File: src/rtl/mbp_pkg.sv
package mbp_pkg;
  localparam int SAMPLE_W = 32;
  localparam int FRAC_W   = 16;
  localparam int COEF_W   = 18;
  localparam int ACC_W    = 56;
  localparam int NTAP     = 3;
  localparam int STRB_W   = SAMPLE_W / 8;

  // feedforward taps, scaled by 2^-FRAC_W
  localparam logic signed [COEF_W-1:0] COEF_B [NTAP] = '{18'sd1475, 18'sd2950, 18'sd1475};
  // feedback taps (subtracted), scaled by 2^-FRAC_W
  localparam logic signed [COEF_W-1:0] COEF_A1 = -18'sd1694;
  localparam logic signed [COEF_W-1:0] COEF_A2 = -18'sd63677;

  typedef enum logic [1:0] {
    RESP_OKAY   = 2'b00,
    RESP_SLVERR = 2'b10
  } axi_resp_e;

  typedef enum logic [1:0] {
    SEL_VOLT,
    SEL_SPEED,
    SEL_NONE
  } reg_sel_e;

  function automatic logic signed [SAMPLE_W-1:0] clamp_sample(input logic signed [ACC_W-1:0] v);
    logic signed [ACC_W-1:0] hi;
    logic signed [ACC_W-1:0] lo;
    hi = (ACC_W'(64'sd1) <<< (SAMPLE_W-1)) - ACC_W'(64'sd1);
    lo = -(ACC_W'(64'sd1) <<< (SAMPLE_W-1));
    if (v > hi)      return hi[SAMPLE_W-1:0];
    else if (v < lo) return lo[SAMPLE_W-1:0];
    else             return v[SAMPLE_W-1:0];
  endfunction
endpackage

File: src/rtl/mbp_tick_gen.sv
module mbp_tick_gen #(
  parameter int unsigned TICK_CYCLES = 25000
) (
  input  logic clk,
  input  logic rst,
  output logic tick
);
  localparam int CNT_W = (TICK_CYCLES > 2) ? $clog2(TICK_CYCLES) : 1;
  localparam logic [CNT_W-1:0] LAST = CNT_W'(TICK_CYCLES - 1);

  logic [CNT_W-1:0] cnt;

  always_ff @(posedge clk) begin
    if (rst) begin
      cnt  <= '0;
      tick <= 1'b0;
    end else begin
      tick <= (cnt == LAST);
      cnt  <= (cnt == LAST) ? '0 : cnt + 1'b1;
    end
  end
endmodule

File: src/rtl/mbp_biquad_core.sv
module mbp_biquad_core
  import mbp_pkg::*;
(
  input  logic                       clk,
  input  logic                       rst,
  input  logic                       tick,
  input  logic signed [SAMPLE_W-1:0] x_in,
  output logic signed [SAMPLE_W-1:0] y_out
);
  localparam logic signed [ACC_W-1:0] RND_BIAS = ACC_W'(64'sd1 <<< (FRAC_W-1));

  logic signed [SAMPLE_W-1:0] x_d [1:NTAP-1];
  logic signed [SAMPLE_W-1:0] y_d1, y_d2;
  logic signed [ACC_W-1:0]    acc, rnd;
  logic signed [SAMPLE_W-1:0] y_next;

  always_comb begin
    acc = ACC_W'(x_in) * ACC_W'(COEF_B[0]);
    for (int k = 1; k < NTAP; k++) begin
      acc = acc + ACC_W'(x_d[k]) * ACC_W'(COEF_B[k]);
    end
    acc    = acc - ACC_W'(y_d1) * ACC_W'(COEF_A1);
    acc    = acc - ACC_W'(y_d2) * ACC_W'(COEF_A2);
    rnd    = (acc + RND_BIAS) >>> FRAC_W;
    y_next = clamp_sample(rnd);
  end

  always_ff @(posedge clk) begin
    if (rst) begin
      for (int k = 1; k < NTAP; k++) x_d[k] <= '0;
      y_d1  <= '0;
      y_d2  <= '0;
      y_out <= '0;
    end else if (tick) begin
      x_d[1] <= x_in;
      for (int k = 2; k < NTAP; k++) x_d[k] <= x_d[k-1];
      y_d1  <= y_next;
      y_d2  <= y_d1;
      y_out <= y_next;
    end
  end
endmodule

File: src/rtl/mbp_axil_regs.sv
module mbp_axil_regs
  import mbp_pkg::*;
#(
  parameter int ADDR_W = 4
) (
  input  logic                clk,
  input  logic                rst,
  input  logic [ADDR_W-1:0]   awaddr,
  input  logic                awvalid,
  output logic                awready,
  input  logic [SAMPLE_W-1:0] wdata,
  input  logic [STRB_W-1:0]   wstrb,
  input  logic                wvalid,
  output logic                wready,
  output logic [1:0]          bresp,
  output logic                bvalid,
  input  logic                bready,
  input  logic [ADDR_W-1:0]   araddr,
  input  logic                arvalid,
  output logic                arready,
  output logic [SAMPLE_W-1:0] rdata,
  output logic [1:0]          rresp,
  output logic                rvalid,
  input  logic                rready,
  input  logic [SAMPLE_W-1:0] speed,
  output logic [SAMPLE_W-1:0] volt
);
  localparam logic [ADDR_W-1:0] OFS_VOLT  = ADDR_W'(0);
  localparam logic [ADDR_W-1:0] OFS_SPEED = ADDR_W'(4);

  function automatic reg_sel_e decode(input logic [ADDR_W-1:0] a);
    if (a == OFS_VOLT)       return SEL_VOLT;
    else if (a == OFS_SPEED) return SEL_SPEED;
    else                     return SEL_NONE;
  endfunction

  reg_sel_e wsel, rsel;
  logic     wr_go, rd_go;

  assign wsel  = decode(awaddr);
  assign rsel  = decode(araddr);
  assign wr_go = awvalid && wvalid && !awready && !bvalid;
  assign rd_go = arvalid && !arready && !rvalid;

  always_ff @(posedge clk) begin
    if (rst) begin
      awready <= 1'b0;
      wready  <= 1'b0;
      bvalid  <= 1'b0;
      bresp   <= RESP_OKAY;
      volt    <= '0;
    end else begin
      awready <= wr_go;
      wready  <= wr_go;
      if (wr_go) begin
        bvalid <= 1'b1;
        bresp  <= (wsel == SEL_NONE) ? RESP_SLVERR : RESP_OKAY;
        if (wsel == SEL_VOLT) begin
          for (int b = 0; b < STRB_W; b++) begin
            if (wstrb[b]) volt[8*b +: 8] <= wdata[8*b +: 8];
          end
        end
      end else if (bvalid && bready) begin
        bvalid <= 1'b0;
      end
    end
  end

  always_ff @(posedge clk) begin
    if (rst) begin
      arready <= 1'b0;
      rvalid  <= 1'b0;
      rdata   <= '0;
      rresp   <= RESP_OKAY;
    end else begin
      arready <= rd_go;
      if (rd_go) begin
        rvalid <= 1'b1;
        unique case (rsel)
          SEL_VOLT:  begin rdata <= volt;  rresp <= RESP_OKAY;   end
          SEL_SPEED: begin rdata <= speed; rresp <= RESP_OKAY;   end
          default:   begin rdata <= '0;    rresp <= RESP_SLVERR; end
        endcase
      end else if (rvalid && rready) begin
        rvalid <= 1'b0;
      end
    end
  end
endmodule

File: src/rtl/motor_biquad_plant.sv
module motor_biquad_plant
  import mbp_pkg::*;
#(
  parameter int unsigned TICK_CYCLES = 25000,
  parameter int          ADDR_W      = 4
) (
  input  logic                clk,
  input  logic                rst,
  input  logic [ADDR_W-1:0]   s_awaddr,
  input  logic                s_awvalid,
  output logic                s_awready,
  input  logic [SAMPLE_W-1:0] s_wdata,
  input  logic [STRB_W-1:0]   s_wstrb,
  input  logic                s_wvalid,
  output logic                s_wready,
  output logic [1:0]          s_bresp,
  output logic                s_bvalid,
  input  logic                s_bready,
  input  logic [ADDR_W-1:0]   s_araddr,
  input  logic                s_arvalid,
  output logic                s_arready,
  output logic [SAMPLE_W-1:0] s_rdata,
  output logic [1:0]          s_rresp,
  output logic                s_rvalid,
  input  logic                s_rready
);
  logic                       tick;
  logic [SAMPLE_W-1:0]        volt_q;
  logic signed [SAMPLE_W-1:0] speed_q;

  mbp_tick_gen #(.TICK_CYCLES(TICK_CYCLES)) u_tick (
    .clk  (clk),
    .rst  (rst),
    .tick (tick)
  );

  mbp_biquad_core u_core (
    .clk   (clk),
    .rst   (rst),
    .tick  (tick),
    .x_in  ($signed(volt_q)),
    .y_out (speed_q)
  );

  mbp_axil_regs #(.ADDR_W(ADDR_W)) u_regs (
    .clk     (clk),
    .rst     (rst),
    .awaddr  (s_awaddr),
    .awvalid (s_awvalid),
    .awready (s_awready),
    .wdata   (s_wdata),
    .wstrb   (s_wstrb),
    .wvalid  (s_wvalid),
    .wready  (s_wready),
    .bresp   (s_bresp),
    .bvalid  (s_bvalid),
    .bready  (s_bready),
    .araddr  (s_araddr),
    .arvalid (s_arvalid),
    .arready (s_arready),
    .rdata   (s_rdata),
    .rresp   (s_rresp),
    .rvalid  (s_rvalid),
    .rready  (s_rready),
    .speed   (speed_q),
    .volt    (volt_q)
  );
endmodule

File: config.mk
export PLATFORM = sky130hd
export DESIGN_NAME = motor_biquad_plant
export DESIGN_NICKNAME = d
export VERILOG_FILES = /design/src/rtl/mbp_pkg.sv /design/src/rtl/mbp_tick_gen.sv /design/src/rtl/mbp_biquad_core.sv /design/src/rtl/mbp_axil_regs.sv /design/src/rtl/motor_biquad_plant.sv
export SDC_FILE = /design/constraint.sdc
export NUM_CORES = 2
export LEC_CHECK = 0
export BUFFER_PORTS_ARGS = -buffer_cell sky130_fd_sc_hd__buf_4
export CORE_MARGIN = 1
export CORE_UTILIZATION = 55
export DETAILED_ROUTE_END_ITERATION = 8
export PLACE_DENSITY_LB_ADDON = 0.3
export SETUP_SLACK_MARGIN = 0.1
export SLEW_MARGIN = 20
export SYNTH_ARGS = -nofsm -noshare
export SYNTH_HDL_FRONTEND = slang
export SYNTH_SLANG_ARGS = --single-unit
File: constraint.sdc
create_clock -name clk -period 21.8 [get_ports clk]
set_input_delay 6.54 -clock clk [delete_from_list [all_inputs] [get_ports clk]]
set_output_delay 6.54 -clock clk [all_outputs]
set_load 0.1 [all_outputs]
==> flow_summary.yaml <==
clocking:
  cts_root_buf: "clkbuf_16"
  clock_latency_ns: 0.64
  cts_tree: "done"
  clk_pin_slew_ns: 0.06
  post-cts-setup-buffers: 0
  cts_resized: 0
  numCtsBuffers: 31
  clock_sinks: 214
  clock_path_buffers: 3
  h-tree-depth: 1
  cts_hold_buf: 0
run_status:
  status: "completed"
global_routing:
  grt_pass1_wl_mm: 194
  grt-ovfl-total: 0
  grtUsageTotal: 0.278
  antenna_found_initial: 0
  grt_max_degree: 83
  grt_pass1_vias: 35800
min_path:
  hold_end: "u_tick.cnt[0]"
  hold-path-cell-count: 1
  hold_path.class: "reg2reg"
  min-delay-start: "u_tick.cnt[0]"
worst_setup_path:
  rr_worst_depth: 41
  worstPathRequired_ns: 22.36
  endpoint_kind: "flip-flop"
  worstSetupPathType: "reg2reg"
  slowest_stage: "and2b_1"
  cpPeakStageDelay_ns: 0.79
  reg2reg_to: "u_core.y_out[2]"
  reg2reg_slack_ns: 9.20
  r2r-start: "u_core.y_d2[7]"
  path_common_cell: "inv_1"
  arrival_ns: 13.16
  startpoint_type: "flip-flop"
  path_max_fanout: 27
final_layout:
  fin_nets: 6983
  fill_cells: 7709
  fin_util: 0.591
  num_antenna_cells: 0
  syn2layout_area_growth_pct: 6.34
  final_layout_size_suffix_gt1_frac: 0.0381
sta:
  fmax_mhz: 79.4
  max_slew.worst_pin.slew_ns: 1.15
  relSlewSlack: 0.234
  finClkSkew_ns: 0.0178
  grt_setup_unrepaired: "no"
  setup_viol: 0
  fin_tns_setup_ns: 0
  slew_violations: 0
  hold_viol_final: 0
  finalCritPeriodShare: 0.578
  min_period_ns: 12.60
drt:
  drt_iter0_markers: 2005
  drt_first_pass_iters: 5
  drc: 0
  antenna_left: 0
  wire_per_inst_um: 18.6
  wirelength_mm: 120
  num_vias: 34900
  via_per_inst: 5.42
floorplanning:
  start_util: 0.556
  rows: 108
  die_h_um: 298
  die-area_mm2: 0.0889
  core_mm2: 0.0868
  ios: 92
  die_w_um: 298
yosys:
  synth_edf_count: 64
  yosys_warnings: 0
  syn_inst: 5175
  seq_area_frac_synth: 0.102
  syn_area_per_cell_um2: 9.32
  async_flop_share: 0
  ys_ff_latch: 214
  ys_types: 84
  synth_area_mm2: 0.0482
  ys.flop_type: "dfxtp_1"
job:
  max_cap_violations: 0
placement:
  place_congestion: 0.984
  dp_hpwl_mm: 103
  io_buffers: 89
-- worst max-delay path by stage --
stage                               from               end  slack (ns)
after detailed placement  u_core.y_d2[7]  u_core.y_out[21]        9.42
after global routing      u_core.y_d2[7]  u_core.y_out[12]        8.65
after CTS                 u_core.y_d2[7]   u_core.y_out[2]        9.36
after global placement    u_core.y_d2[7]   u_core.y_out[3]        9.72
after floorplan           u_core.y_d2[7]  u_core.y_out[17]       10.95
final                     u_core.y_d2[7]   u_core.y_out[2]        9.20
-- worst max-delay path: cells and delay by family, from the launching register on --
family	cells	cell delay, ns
buffers and inverters	8	0.51
adder cells (fa/ha/maj)	11	5.08
AO/OA/AOI/OAI	15	4.05
flip-flops	1	0.53
AND/OR/NAND/NOR	5	1.80
XOR/XNOR	2	0.48
-- through the flow --
stage / cell area (um^2) / hold slack [ns] / std cells / worst slack, ns
3_3_place_gp: 50200 / 0.429 / 6367 / 9.72
2_1_floorplan: 48200 / 0.418 / 5176 / 10.95
4_1_cts: 51300 / 0.448 / 6425 / 9.36
5_1_grt: 51300 / 0.464 / 6425 / 8.65
6_report: 51300 / 0.443 / 6425 / 9.20
3_5_place_dp: 50200 / 0.434 / 6367 / 9.42
-- cells in the final DEF (no fill, tap or decap), types with 8 or more instances in the layout --
cell type	n
a211oi_1	17
a21o_1	137
a21oi_1	239
a221o_1	33
a221oi_1	9
a22oi_1	34
a31oi_1	18
a41oi_1	8
and2_1	25
and3_1	24
buf_4	104
clkbuf_16	34
dfxtp_1	149
edfxtp_1	64
fa_1	746
ha_1	941
inv_1	1415
mux2i_1	38
nand2_1	216
nand2b_1	33
nand3_1	37
nand4_1	18
nor2_1	257
nor2b_1	33
nor3_1	21
o211ai_1	10
o21a_1	28
o21ai_0	109
o21ai_1	35
o21bai_1	35
or2_2	13
or3_1	14
xnor2_1	139
xor2_1	94
-- per-layer routing --
metal	track usage	wire (um)
met5	0	0
met1	0.374	52100
met4	0.0908	4320
met2	0.474	57800
met3	0.0226	5380
-- kinds of logic after synthesis --
family / count (synthesis) / synth area share
simple gates: 722 / 0.0689
other cells: 1 / 0.0000778
mux: 38 / 0.00789
compound gates: 795 / 0.109
buf+inv: 1485 / 0.116
flops: 214 / 0.102
xor+xnor: 233 / 0.0423
fa+ha+maj: 1687 / 0.554
-- cell usage after synthesis, types with 18 or more instances --
cell | instances | area, um^2
ha_1 | 941 | 11800
nor2_1 | 258 | 968
o21ai_1 | 35 | 175
nand3_1 | 37 | 185
dfxtp_1 | 150 | 3000
a22oi_1 | 34 | 255
o21a_1 | 28 | 210
and2_1 | 25 | 156
inv_1 | 1416 | 5320
a21o_1 | 137 | 1030
o21ai_0 | 109 | 546
o21bai_1 | 35 | 263
a21oi_1 | 239 | 1200
nand2b_1 | 34 | 213
clkbuf_1 | 54 | 203
a31oi_1 | 18 | 113
a221o_1 | 33 | 330
nor2b_1 | 33 | 206
edfxtp_1 | 64 | 1920
fa_1 | 746 | 14900
xnor2_1 | 139 | 1220
nand2_1 | 216 | 811
nor3_1 | 22 | 110
nand4_1 | 18 | 113
xor2_1 | 94 | 823
and3_1 | 24 | 150
mux2i_1 | 38 | 380
-- sequential cells by signal (all words and copies together) (netlist names) --
register	count
u_regs.rresp	1
u_core.x_d	64
u_tick.cnt	15
u_regs.volt	32
u_core.y_out	32
u_regs.awready	1
u_regs.bresp	1
u_core.y_d2	32
u_regs.rvalid	1
u_tick.tick	1
u_regs.rdata	32
u_regs.arready	1
u_regs.bvalid	1
-- area by class of cell --
class | instances | area, um^2 | area share
clock buffers | 42 | 925 | 0.0180
clock inverters | 16 | 169 | 0.00329
inverters | 1417 | 5320 | 0.104
multi-input cells | 3477 | 37700 | 0.736
flip-flops and latches | 214 | 4930 | 0.0961
well taps | 1155 | 1450 | 0.0282
repair buffers | 104 | 781 | 0.0152
Power is left out: the tool's default activity adds up to more than one toggle a clock period on the data nets, which glitch-free logic cannot reach.
